--- src/rtl/hilo_pkg.sv ---
package hilo_pkg;
    typedef enum logic [3:0] {
        OP_MULT  = 4'd0,
        OP_MULTU = 4'd1,
        OP_MADD  = 4'd2,
        OP_MADDU = 4'd3,
        OP_MSUB  = 4'd4,
        OP_MSUBU = 4'd5,
        OP_DIV   = 4'd6,
        OP_DIVU  = 4'd7,
        OP_MTHI  = 4'd8,
        OP_MTLO  = 4'd9,
        OP_MUL3  = 4'd10
    } op_e;
endpackage

--- src/rtl/mul_iter.sv ---
module mul_iter #(
    parameter int W = 32
) (
    input  logic           clk,
    input  logic           rst_n,
    input  logic           start_i,
    input  logic           signed_i,
    input  logic [W-1:0]   a_i,
    input  logic [W-1:0]   b_i,
    output logic           busy_o,
    output logic           done_o,
    output logic [2*W-1:0] prod_o
);
    localparam int PW = 2 * W;

    typedef struct packed {
        logic          busy;
        logic          neg;
        logic [PW-1:0] mcand;
        logic [W-1:0]  mplier;
        logic [PW-1:0] acc;
    } mst_t;

    mst_t st_d, st_q;
    logic [W-1:0]  mag_a, mag_b, mpl_n;
    logic [PW-1:0] acc_n;

    always_comb begin
        mag_a  = (signed_i && a_i[W-1]) ? -a_i : a_i;
        mag_b  = (signed_i && b_i[W-1]) ? -b_i : b_i;
        acc_n  = st_q.acc + (st_q.mplier[0] ? st_q.mcand : '0);
        mpl_n  = st_q.mplier >> 1;
        done_o = st_q.busy && (mpl_n == '0);
        prod_o = st_q.neg ? -acc_n : acc_n;
        st_d   = st_q;
        if (start_i) begin
            st_d.busy   = 1'b1;
            st_d.neg    = signed_i && (a_i[W-1] ^ b_i[W-1]);
            st_d.mcand  = PW'(mag_a);
            st_d.mplier = mag_b;
            st_d.acc    = '0;
        end else if (st_q.busy) begin
            st_d.acc    = acc_n;
            st_d.mcand  = st_q.mcand << 1;
            st_d.mplier = mpl_n;
            if (done_o) st_d.busy = 1'b0;
        end
    end

    always_ff @(posedge clk or negedge rst_n) begin
        if (!rst_n) st_q <= '0;
        else        st_q <= st_d;
    end

    assign busy_o = st_q.busy;

    // each working cycle retires at least one multiplier bit
    a_r7_mul_shrinks: assert property (@(posedge clk) disable iff (!rst_n)
        (st_q.busy && !done_o && !start_i) |=> (st_q.busy && (st_q.mplier < $past(st_q.mplier))));
endmodule

--- src/rtl/div_iter.sv ---
module div_iter #(
    parameter int W = 32
) (
    input  logic         clk,
    input  logic         rst_n,
    input  logic         start_i,
    input  logic         signed_i,
    input  logic [W-1:0] a_i,
    input  logic [W-1:0] b_i,
    output logic         busy_o,
    output logic         done_o,
    output logic         bad_o,
    output logic [W-1:0] quo_o,
    output logic [W-1:0] rem_o
);
    localparam int CW = $clog2(W);
    localparam logic [CW-1:0] LAST = CW'(W - 1);

    typedef struct packed {
        logic          busy;
        logic          negq;
        logic          negr;
        logic          bad;
        logic [CW-1:0] cnt;
        logic [W-1:0]  dvs;
        logic [W-1:0]  rem;
        logic [W-1:0]  quot;
    } dst_t;

    dst_t st_d, st_q;
    logic [W-1:0] mag_a, mag_b, rem_n, quot_n;
    logic [W:0]   shifted, diff;
    logic         ge;

    always_comb begin
        mag_a   = (signed_i && a_i[W-1]) ? -a_i : a_i;
        mag_b   = (signed_i && b_i[W-1]) ? -b_i : b_i;
        shifted = {st_q.rem, st_q.quot[W-1]};
        diff    = shifted - {1'b0, st_q.dvs};
        ge      = shifted >= {1'b0, st_q.dvs};
        rem_n   = ge ? diff[W-1:0] : shifted[W-1:0];
        quot_n  = {st_q.quot[W-2:0], ge};
        done_o  = st_q.busy && (st_q.cnt == LAST);
        quo_o   = st_q.negq ? -quot_n : quot_n;
        rem_o   = st_q.negr ? -rem_n : rem_n;
        bad_o   = st_q.bad;
        st_d    = st_q;
        if (start_i) begin
            st_d.busy = 1'b1;
            st_d.negq = signed_i && (a_i[W-1] ^ b_i[W-1]);
            st_d.negr = signed_i && a_i[W-1];
            st_d.bad  = (b_i == '0) ||
                        (signed_i && (a_i == {1'b1, {(W-1){1'b0}}}) && (b_i == '1));
            st_d.cnt  = '0;
            st_d.dvs  = mag_b;
            st_d.rem  = '0;
            st_d.quot = mag_a;
        end else if (st_q.busy) begin
            st_d.rem  = rem_n;
            st_d.quot = quot_n;
            st_d.cnt  = st_q.cnt + CW'(1);
            if (done_o) st_d.busy = 1'b0;
        end
    end

    always_ff @(posedge clk or negedge rst_n) begin
        if (!rst_n) st_q <= '0;
        else        st_q <= st_d;
    end

    assign busy_o = st_q.busy;

    // the step counter advances by one per cycle until the last step
    a_r4_div_runs: assert property (@(posedge clk) disable iff (!rst_n)
        (st_q.busy && (st_q.cnt != LAST) && !start_i) |=> (st_q.busy && (st_q.cnt == $past(st_q.cnt) + CW'(1))));
endmodule

--- src/rtl/hilo_muldiv_unit.sv ---
module hilo_muldiv_unit
    import hilo_pkg::*;
#(
    parameter int            W      = 32,
    parameter logic [W-1:0]  POISON = 32'hDEADBEEF
) (
    input  logic         clk,
    input  logic         rst_n,
    input  logic         start_i,
    input  logic [3:0]   op_i,
    input  logic [W-1:0] opa_i,
    input  logic [W-1:0] opb_i,
    output logic         busy_o,
    input  logic         rd_hi_i,
    input  logic         rd_lo_i,
    output logic         stall_o,
    output logic [W-1:0] rdata_o,
    output logic         gpr_valid_o,
    output logic [W-1:0] gpr_data_o
);
    typedef struct packed {
        logic [W-1:0] hi;
        logic [W-1:0] lo;
        logic         fresh;
        op_e          kind;
    } ust_t;

    ust_t st_d, st_q;
    op_e  opc;
    logic is_mul, is_div, is_sgn, accept;
    logic mul_busy, mul_done, div_busy, div_done, div_bad;
    logic [2*W-1:0] prod;
    logic [W-1:0]   quo, rem;

    assign opc    = op_e'(op_i);
    assign is_mul = opc inside {OP_MULT, OP_MULTU, OP_MADD, OP_MADDU, OP_MSUB, OP_MSUBU, OP_MUL3};
    assign is_div = opc inside {OP_DIV, OP_DIVU};
    assign is_sgn = opc inside {OP_MULT, OP_MADD, OP_MSUB, OP_MUL3, OP_DIV};
    assign busy_o = mul_busy | div_busy;
    assign accept = start_i && !busy_o;

    mul_iter #(.W(W)) u_mul (
        .clk(clk), .rst_n(rst_n), .start_i(accept && is_mul), .signed_i(is_sgn),
        .a_i(opa_i), .b_i(opb_i), .busy_o(mul_busy), .done_o(mul_done), .prod_o(prod)
    );

    div_iter #(.W(W)) u_div (
        .clk(clk), .rst_n(rst_n), .start_i(accept && is_div), .signed_i(is_sgn),
        .a_i(opa_i), .b_i(opb_i), .busy_o(div_busy), .done_o(div_done), .bad_o(div_bad),
        .quo_o(quo), .rem_o(rem)
    );

    always_comb begin
        st_d = st_q;
        if (mul_done) begin
            st_d.fresh = 1'b1;
            case (st_q.kind)
                OP_MADD, OP_MADDU: {st_d.hi, st_d.lo} = {st_q.hi, st_q.lo} + prod;
                OP_MSUB, OP_MSUBU: {st_d.hi, st_d.lo} = {st_q.hi, st_q.lo} - prod;
                OP_MUL3:           {st_d.hi, st_d.lo} = {POISON, POISON};
                default:           {st_d.hi, st_d.lo} = prod;
            endcase
        end
        if (div_done) begin
            st_d.fresh = 1'b1;
            st_d.hi    = div_bad ? POISON : rem;
            st_d.lo    = div_bad ? POISON : quo;
        end
        if (accept) begin
            case (opc)
                OP_MTHI: begin
                    st_d.hi    = opa_i;
                    st_d.lo    = st_q.fresh ? POISON : st_q.lo;
                    st_d.fresh = 1'b0;
                end
                OP_MTLO: begin
                    st_d.lo    = opa_i;
                    st_d.hi    = st_q.fresh ? POISON : st_q.hi;
                    st_d.fresh = 1'b0;
                end
                default: if (is_mul || is_div) st_d.kind = opc;
            endcase
        end
    end

    always_ff @(posedge clk or negedge rst_n) begin
        if (!rst_n) st_q <= '{hi: '0, lo: '0, fresh: 1'b0, kind: OP_MULT};
        else        st_q <= st_d;
    end

    assign stall_o     = (rd_hi_i | rd_lo_i) & busy_o;
    assign rdata_o     = rd_hi_i ? st_q.hi : st_q.lo;
    assign gpr_valid_o = mul_done && (st_q.kind == OP_MUL3);
    assign gpr_data_o  = prod[W-1:0];

    // HI:LO hold still while an operation is in flight and not finishing
    a_r10_hilo_quiet: assert property (@(posedge clk) disable iff (!rst_n)
        (busy_o && !mul_done && !div_done) |=> ($stable(st_q.hi) && $stable(st_q.lo)));

    // the general-register strobe lasts one cycle
    a_r6_gpr_pulse: assert property (@(posedge clk) disable iff (!rst_n)
        gpr_valid_o |=> !gpr_valid_o);

    // first HI write after a result corrupts LO
    a_r8_first_mthi: assert property (@(posedge clk) disable iff (!rst_n)
        (accept && (opc == OP_MTHI) && st_q.fresh) |=> ((st_q.hi == $past(opa_i)) && (st_q.lo == POISON)));

    // first LO write after a result corrupts HI
    a_r8_first_mtlo: assert property (@(posedge clk) disable iff (!rst_n)
        (accept && (opc == OP_MTLO) && st_q.fresh) |=> ((st_q.lo == $past(opa_i)) && (st_q.hi == POISON)));
endmodule

--- config.mk ---
export PLATFORM = sky130hd
export DESIGN_NAME = hilo_muldiv_unit
export DESIGN_NICKNAME = d
export VERILOG_FILES = /design/src/rtl/hilo_pkg.sv /design/src/rtl/mul_iter.sv /design/src/rtl/div_iter.sv /design/src/rtl/hilo_muldiv_unit.sv
export SDC_FILE = /design/constraint.sdc
export NUM_CORES = 1
export LEC_CHECK = 0
export CORE_ASPECT_RATIO = 0.75
export CORE_MARGIN = 2
export CORE_UTILIZATION = 40
export DETAILED_ROUTE_END_ITERATION = 10
export DONT_BUFFER_PORTS = 1
export SLEW_MARGIN = 20
export SYNTH_ARGS = -nofsm -noshare
export SYNTH_HDL_FRONTEND = slang
export SYNTH_SLANG_ARGS = --single-unit
--- constraint.sdc ---
create_clock -name clk -period 12.3 [get_ports clk]
set_input_delay 0 -clock clk [delete_from_list [all_inputs] [get_ports clk]]
set_output_delay 0 -clock clk [all_outputs]
set_load 0.005 [all_outputs]
### Word level (Yosys, flattened, before mapping)

Cells that the tools add are included.

| word-level totals | value |
|---|---|
| word-level logic and storage cells | 109 |
| register bits after elaboration | 336 |
| input port bits | 73 |
| output and inout port bits | 67 |

| cells by class | value |
|---|---|
| reduce and logical (&&, ||, !) cells | 26 |
| mux-type cells | 30 |
| equal/unequal tests | 20 |
| add/subtract/negate cells | 10 |
| bitwise operators | 5 |
| order comparisons | 1 |

Operators by type and width:

| cell | count |
|---|---|
| 160-bit 2-to-1 mux | 2 |
| 32-bit 2-to-1 mux | 9 |
| 64-bit 2-to-1 mux | 4 |
| 64-bit one-hot mux with 3 select lines | 1 |
| 65-bit 2-to-1 mux | 2 |
| 65-bit one-hot mux with 2 select lines | 1 |
| 64-bit adder | 2 |
| 32-bit negation | 4 |
| 69-bit 2-to-1 mux | 1 |
| 32-bit equality test, second input constant | 2 |
| 32-bit logical NOT | 2 |
| 64-bit negation | 1 |
| 64-bit subtractor | 1 |
| 33-bit by 32-bit >= comparator with 1-bit output | 1 |
| 32-bit subtractor | 1 |
| 4-bit by 3-bit equality test with 1-bit output, second input constant | 6 |
| 4-bit by 2-bit equality test with 1-bit output, second input constant | 4 |
| 4-bit equality test, second input constant | 4 |
| 1-bit logical AND | 11 |
| 5-bit 2-to-1 mux | 2 |
| 4-bit 2-to-1 mux | 2 |
| 7-bit nonzero test | 1 |
| 1-bit 2-to-1 mux | 6 |
| 3-bit != test, second input constant | 2 |
| 14 further kinds | 20 |

### Depth between registers and ports, before layout

Gate-level depths: netlist (run 1).

| depth | value |
|---|---|
| depth in word-level cells | 10 |
| mapped depth | 41 |
| mapped depth without buffers | 37 |

### Cells and area by module

Synthesis (run 1) repeated with hierarchy kept, for this count alone.

| second synthesis, totals | value |
|---|---|
| cell total of the unflattened synthesis | 4544 |
| area, all modules | 35021.1 um^2 |

Modules (own cells, without submodules):

| module | area an instance (um^2) | times used | cells each | sequential area each (um^2) |
|---|---|---|---|---|
| mul_iter | 14740.4 | 1 | 1832 | 4053.9 |
| hilo_muldiv_unit | 10463.8 | 1 | 1463 | 1726.7 |
| div_iter | 9816.9 | 1 | 1249 | 2627.5 |

### Least setup slack after synthesis (run 1)

OpenSTA, ideal clock, no wires.

| path | value |
|---|---|
| path kind | register -> register |
| start | register u_mul.st_q[64] (netlist bit) |
| end | register st_q[68] (netlist bit) |
| clock period less this slack | 8.840 ns |
| library setup time | 0.066 ns |
| data required time | 12.234 ns |
| stages on the path, launching flop included | 37 |
| path slack | 3.460 ns |
| buffers on the path | 2 |
| arrival time | 8.774 ns |
| cells stage by stage | dfrtp_1 > clkbuf_1 > clkbuf_1 > and2_1 > ha_1 > inv_1 > fa_1 > nand2b_1 > a21bo_2 > a211o_1 > a31oi_1 > xor2_1 > a211oi_1 > nand2_1 > or4b_2 > a211o_1 > o21ai_0 > nor4b_1 > a21oi_1 > xnor2_1 > ha_1 > a21oi_1 > a21boi_0 > o21a_1 > or3_1 > o31ai_1 > a211oi_1 > a221oi_1 > nor2_1 > a31oi_1 > o21ai_0 > a21oi_1 > o21ai_0 > xnor3_1 > or4_1 > a21oi_1 > o31a_1 |

| between the ends | value |
|---|---|
| cells in the longest elaborated chain, start to end | 10 |

RTL lines:

| item | RTL line | source |
|---|---|---|
| from (decl) | mul_iter.sv:24 | `mst_t st_d, st_q;` |
| from (signal assigned) | mul_iter.sv:52 | `else st_q <= st_d;` |
| 64-bit 2-to-1 mux (*) | mul_iter.sv:31 | `acc_n = st_q.acc + (st_q.mplier[0] ? st_q.mcand : '0);` |
| 64-bit adder (*) | mul_iter.sv:31 |  |
| 64-bit negation | mul_iter.sv:34 | `prod_o = st_q.neg ? -acc_n : acc_n;` |
| 64-bit 2-to-1 mux (*) | mul_iter.sv:34 |  |
| 64-bit subtractor or 64-bit adder (tied branches) | hilo_muldiv_unit.sv:59, hilo_muldiv_unit.sv:58 |  |
| 64-bit one-hot mux with 3 select lines (*) | hilo_muldiv_unit.sv:57 | `case (st_q.kind)` |
| 65-bit 2-to-1 mux (*) | hilo_muldiv_unit.sv:55 | `if (mul_done) begin` |
| 65-bit 2-to-1 mux (*) | hilo_muldiv_unit.sv:64 | `if (div_done) begin` |
| 65-bit one-hot mux with 2 select lines | hilo_muldiv_unit.sv:70 | `case (opc)` |
| 69-bit 2-to-1 mux (*) | hilo_muldiv_unit.sv:69 | `if (accept) begin` |
| to (signal assigned) | hilo_muldiv_unit.sv:87 | `if (!rst_n) st_q <= '{hi: '0, lo: '0, fresh: 1'b0, kind: OP_MULT};` |
| to (signal assigned) | hilo_muldiv_unit.sv:88 | `else st_q <= st_d;` |
| to (decl) | hilo_muldiv_unit.sv:28 | `ust_t st_d, st_q;` |

Mark *: on every way between the ends. The rest lies on a longest branch, timed or not.
A chain may end at the register's enable or synchronous reset.

### Worst setup path in the final report (run 1)

Ends and elaborated chain as after synthesis.

==> summary.md, run 1 <==
| Metric | Value |
|---|---|
| Synth cell types | 122 |
| Cts bufs inserted | 42 |
| Drt wl/cell | 24.7 um |
| Clock root cell | clkbuf_16 |
| Worst vdd ir | 0.163 mV |
| Setup repair bufs after CTS | 0 |
| Pin count of the biggest net entering global routing | 337 |
| Synthesized area per cell | 7.69 um2 |
| Count leader, synth | nand2_1 |
| Final wirelength | 132 mm |
| Max-slew headroom | 0.283 |
| Initial Util | 0.403 |
| Hold buffers post-CTS | 96 |
| CP max stage cell | o31ai_1 |
| RSZ-0062 raised after global routing | false |
| Post-synth EDFFs | 0 |
| Synth Cell Area | 33000 um2 |
| Row Count | 91 |
| Initial antenna violation count | 8 |
| Power Dens Cells | 306 nW/um2 |
| Total leakage power | 14.7 nW |
| CP Launch Type | flop |
| Pre-CTS setup slack | 1.61 ns |
| DIE WIDTH | 336 um |
| Number of global-route vias before repair | 30300 |
| Syn nets | 4541 |
| Most frequent CP cell | a21oi_1 |
| Final net count | 4460 |
| Clock slew at reported path FFs | 0.07 ns |
| Drt via density | 6.38 |
| Number of setup violations in the final report | 0 |
| All-Layer GR Usage | 0.300 |
| CTS Buffer Depth | 3 |
| Critical path data arrival time | 11.52 ns |
| # DRC | 0 |
| CORE AREA | 82000 um2 |
| Final HPWL DP | 98.2 mm |
| Final TNS setup | 0 ns |
| Flops & latches, synth | 336 |
| CP required | 12.85 ns |
| Worst-path fanout max | 65 |
| Sequential area share after synthesis | 0.254 |
| Design area | 36200 um2 |
| First-pass GRT wire length | 196 mm |
| Hold Vio Cnt, Final | 0 |
| Area after DPL | 33700 um2 |
| Slew Viols, Final | 0 |
| Die H | 253 um |
| Cell internal pwr | 5.13 mW |
| Max-Cap Viols | 0 |
| DR pass1 iterations | 7 |
| H-tree depth | 2 |
| Crit. End Element | flop |
| Initial DRC count | 4453 |
| Max Clock Freq | 91.2 MHz |
| Sw Ratio | 0.536 |
| Post_cts resized | 0 |
| Async S/R FF share, synth | 1.00 |
| Worst path buffer plus inverter count | 2 |
| Die area | 84900 um2 |
| Area grow syn2layout | 9.54% |
| Slowest stage delay, CP | 0.65 ns |
| Clk Latency, worst-skew pair | 0.62 ns |
| Crit path max-delay family | compound AO/OA/AOI/OAI gates |
| Detail Route Antenna Nets | 0 |
| CTS tree | yes |
| Tcrit/Tclk final | 0.891 |
| Psw | 5.94 mW |
| Ranking of synthesized cells by area | dfrtp_1 (25%), nand2_1 (6.6%), ha_1 (6.3%) |
| Status | finished clean |
| Yosys top cell area share | 0.254 |
| CP Class | reg2reg |
| Vias | 34000 |
| Post-route minimum period | 10.96 ns |
| Sequential power share | 0.177 |
| GPL Wtd Cong | 0.996 |
| Synth warn | 0 |
| Worst setup margin | 1.34 ns |
| Total grt overflow | 0 |
| Worst Max-Slew Pin Slew | 1.06 ns |
| Synth cell count leaders | nand2_1 (577), o21ai_0 (390), dfrtp_1 (336) |
| Layout cells sized above 1 | 0.0652 |
| Port-buffer cells | 0 |
| Largest area contributor in the netlist | dfrtp_1 |
| Comb pwr share | 0.702 |
| CTS sink count | 336 |
| Syn Inst Count | 4298 |
| Hold Crit Class | in2reg |
| Top FF cell, synth | dfrtp_1 |
| Clock share of power | 0.121 |
| Clock skew | 0.0340 ns |
| Io pins | 140 |
[logic make-up after synthesis]
| group | Yosys count | synth area share |
|---|---|---|
| xor+xnor | 342 | 0.0915 |
| simple gates | 1523 | 0.226 |
| compound gates | 1462 | 0.294 |
| flops | 336 | 0.254 |
| mux | 65 | 0.0212 |
| buf+inv | 400 | 0.0478 |
| fa+ha+maj | 170 | 0.0651 |
[area by class of cell]
type | count | area [um2]
diodes | 5 | 12.5
clock buffers | 57 | 1230
clock inverters | 19 | 205
fillers | 8299 | 45800
inverters | 134 | 503
multi-input cells | 3562 | 23100
flip-flops and latches | 336 | 8420
well taps | 1069 | 1340
repair buffers | 141 | 1370
[worst reg2reg max path, delay by kind of cell, from the launching register on]
family                     cells  cell delay (ns)
AOI/OAI and AO/OA             19             5.38
xor gates and xnor gates       2             0.55
adders and majority gates      3             0.96
buffers and inverters          2             0.58
DFF                            1             0.32
and+or+nand+nor                9             3.10
[stage by stage]
| stage | instances | hold slack (ns) | power [mW] | utilization |
|---|---|---|---|---|
| after detailed placement | 5144 | -0.270 | 9.44 | 0.411 |
| after CTS | 5316 | 0.000323 | 10.9 | 0.441 |
| final | 5323 | 0.0295 | 11.1 | 0.441 |
| after global placement | 5144 | -0.273 | 9.42 | 0.411 |
| after floorplan | 4298 | -0.296 | 7.46 | - |
| after global routing | 5320 | 0.0527 | 11.8 | 0.441 |
[flip-flops by register name, summed over array words and instances, names as in the netlist]
name and flops:
st_q 69, u_div.shifted 33, u_mul.busy_o 1, u_div.st_q 39, u_div.busy_o 1, u_div.bad_o 1
u_div.quot_n 31, u_mul.st_q 130, u_mul.mpl_n 31
[final timing paths]
path,startpoint,endpoint,slack [ns],depth (start not counted)
worst max-delay path,u_mul.st_q[64]$_DFFE_PN0P_,st_q[68]$_DFFE_PN0P_,1.34,35
worst min-delay path,opb_i[18],u_div.st_q[85]$_DFFE_PN0P_,0.03,6
worst max register to register,u_mul.st_q[64]$_DFFE_PN0P_,st_q[68]$_DFFE_PN0P_,1.34,35
worst min register to register,u_div.st_q[68]$_DFFE_PN0P_,u_div.st_q[68]$_DFFE_PN0P_,0.48,2
max in group asynchronous,rst_n,u_mul.busy_o$_DFF_PN0_,10.55,4
min in group asynchronous,rst_n,u_mul.st_q[17]$_DFFE_PN0P_,0.04,2
[cells in the final DEF (no fill, tap or decap), types with 22 or more instances in the layout]
cell type	netlist	final
a211oi_1	28	28
a21o_1	89	89
a21oi_1	305	305
a221o_1	22	22
a22oi_1	43	43
a31oi_1	45	45
and2_1	86	86
and3_1	31	31
buf_4	4	43
clkbuf_16	0	43
dfrtp_1	336	332
dlygate4sd3_1	0	94
ha_1	167	167
inv_1	132	132
mux2_2	39	39
mux2i_1	26	26
nand2_1	577	577
nand2b_1	49	48
nand3_1	91	91
nand4_1	55	55
nor2_1	305	302
nor3_1	96	94
nor4_1	45	45
o211ai_1	40	40
o21a_1	42	42
o21ai_0	390	390
o21bai_1	29	29
o221ai_1	75	75
o22ai_1	59	59
o31ai_1	56	56
or3_1	40	39
xnor2_1	194	194
xor2_1	145	145
[routing by layer]
layer	part of all wire	vias to the layer above	wire (um)	GRT usage
met3	0.12	238	15200	0.0780
met2	0.41	1669	53400	0.424
li1	-	15700	-	-
met4	0.031	8	4020	0.0846
met1	0.45	16300	58900	0.442
met5	0.00052	-	69	0
[power by group through the flow]
stage	sequential, mW	clock [mW]	combinational (mW)
final	1.96	1.34	7.77
after global placement	1.95	0	7.47
after CTS	1.93	1.35	7.62
after detailed placement	1.95	0	7.50
after global routing	1.99	1.39	8.47
after floorplan	1.71	0	5.75
No activity file was read; power rests on OpenSTA's default activity.
==> inputs of run 2 (changes only) <==
Settings changed: RECOVER_POWER from default to 50, SKIP_CTS_REPAIR_TIMING from default to 1.
==> summary.md, run 2 (synthesis results as in run 1) <==
| Metric | Value |
|---|---|
| Status | finished, violations left |
| Violated checks | hold timing, capacitance limit, slew limit |
| Port-buffer cells | 0 |
| CTS tree | yes |
| Number of setup violations in the final report | 0 |
| Pre-CTS setup slack | 1.61 ns |
| Row Count | 91 |
| Tcrit/Tclk final | 0.898 |
| CP Class | reg2reg |
| Register with the most flip-flops | u_mul.st_q |
| Final HPWL DP | 98.2 mm |
| Crit. End Element | flop |
| Pin count of the biggest net entering global routing | 337 |
| Area after DPL | 33700 um2 |
| Drt wl/cell | 24.8 um |
| Max-Cap Viols | 1 |
| HP Start | opb_i[21] |
| Post-route minimum period | 11.04 ns |
| First-pass GRT wire length | 192 mm |
| Most common cell after layout, fill and taps aside | nand2_1 |
| Detail Route Antenna Nets | 0 |
| Slew Viols, Final | 337 |
| Die area | 84900 um2 |
| GPL Wtd Cong | 0.996 |
| Reg2Reg Depth | 35 |
| Total leakage power | 14.7 nW |
| Hold Vio Cnt, Final | 21 |
| Drt via density | 6.37 |
| CP max stage cell | o31ai_1 |
| Worst reg2reg path startpoint | u_mul.st_q[64]$_DFFE_PN0P_ |
| DIE WIDTH | 336 um |
| Final wirelength | 132 mm |
| # DRC | 0 |
| Fill count | 8295 |
| Final net count | 4454 |
| Largest regs | u_mul.st_q x130, st_q x69, u_div.st_q x39 |
| Vias | 33900 |
| All-Layer GR Usage | 0.294 |
| Hold Slack | -0.0711 ns |
| CP startpoint | u_mul.st_q[64]$_DFFE_PN0P_ |
| Slowest stage delay, CP | 0.66 ns |
| CTS sink count | 336 |
| Cts bufs inserted | 42 |
| CP Launch Type | flop |
| Most frequent CP cell | a21oi_1 |
| Layout cells sized above 1 | 0.0587 |
| Clock skew | 0.0286 ns |
| Hold depth | 4 |
| Area of the multi-input gates | 23100 um2 |
| Final TNS setup | 0 ns |
| Clock root cell | clkbuf_16 |
| Worst-path fanout max | 65 |
| Io pins | 140 |
| Largest register FFs | 130 |
| Max Clock Freq | 90.6 MHz |
| CTS Buffer Depth | 3 |
| CORE AREA | 82000 um2 |
| Clk Latency, worst-skew pair | 0.62 ns |
| Critical path data arrival time | 11.59 ns |
| Clock slew at reported path FFs | 0.07 ns |
| Initial antenna violation count | 10 |
| Initial DRC count | 4222 |
| Power Dens Cells | 307 nW/um2 |
| Number of global-route vias before repair | 29700 |
| CP required | 12.85 ns |
| Total grt overflow | 0 |
| Worst vdd ir | 0.164 mV |
| Design area | 36100 um2 |
| # placed instances | 5144 |
| FF/Latch Area | 8420 um2 |
| Most frequent cells in the layout | nand2_1 (577), o21ai_0 (390), dfrtp_1 (332) |
| Die H | 253 um |
| RSZ-0062 raised after global routing | false |
| Worst Max-Slew Pin Slew | 9.27 ns |
| Max-slew headroom | -5.18 |
| Initial Util | 0.403 |
| Non-filler instance count after layout | 5318 |
| Area grow syn2layout | 9.19% |
| DR pass1 iterations | 6 |
| H-tree depth | 2 |
| Hold Crit Class | in2reg |
| Worst setup margin | 1.26 ns |
run 2: changes by cell type in the layout (fill, tap and decap cells not counted):
cell           before  now
mux2_1              0   26
mux2_2             39   13
dlygate4sd3_1      94   90
buf_16              4    1
clkbuf_2            0    1
diode_2             5    6
run 2: where the power goes:
part	internal (mW)	switching, mW	leakage, nW	total [mW]
clock network	0.767	0.567	0.699	1.33
registers	1.47	0.492	4.26	1.96
logic	2.89	4.88	9.74	7.77
run 2: area by class of cell:
class	count	area share
well taps	1069	0.0371
clock inverters	19	0.00569
flip-flops and latches	336	0.233
multi-input cells	3562	0.641
clock buffers	57	0.0341
repair buffers	135	0.0348
diodes	6	0.000416
inverters	134	0.0139
run 2: per-stage QoR:
step / power, mW / util
2_1_floorplan: 7.46 / -
3_3_place_gp: 9.42 / 0.411
3_5_place_dp: 9.44 / 0.411
4_1_cts: 10.8 / 0.428
5_1_grt: 11.8 / 0.440
6_report: 11.1 / 0.440
run 2: final timing paths:
path | endpoint | slack [ns]
setup / recovery | st_q[68]$_DFFE_PN0P_ | 1.26
hold / removal | u_mul.mpl_n[22]$_DFFE_PN0P_ | -0.07
setup reg to reg | st_q[68]$_DFFE_PN0P_ | 1.26
hold reg to reg | u_div.st_q[68]$_DFFE_PN0P_ | 0.48
max in group asynchronous | u_mul.busy_o$_DFF_PN0_ | 2.21
min in group asynchronous | u_mul.st_q[7]$_DFFE_PN0P_ | 3.04
run 2: worst max-delay path: cells and delay by family, from the launching register on:
kind	cells	cell delay, ns
XOR/XNOR	2	0.56
AND/OR/NAND/NOR	9	3.08
AO/OA/AOI/OAI	19	5.43
adder cells (fa/ha/maj)	3	0.96
buffers and inverters	2	0.57
flip-flops	1	0.32
run 2: layer usage:
metal | part of all wire | wire (um) | global-route usage | vias to the layer above
li1 | - | - | - | 15700
met1 | 0.45 | 59000 | 0.432 | 16300
met2 | 0.41 | 53600 | 0.414 | 1641
met3 | 0.12 | 15400 | 0.0822 | 213
met4 | 0.030 | 3980 | 0.0838 | 6
met5 | 0.00031 | 41 | 0 | -
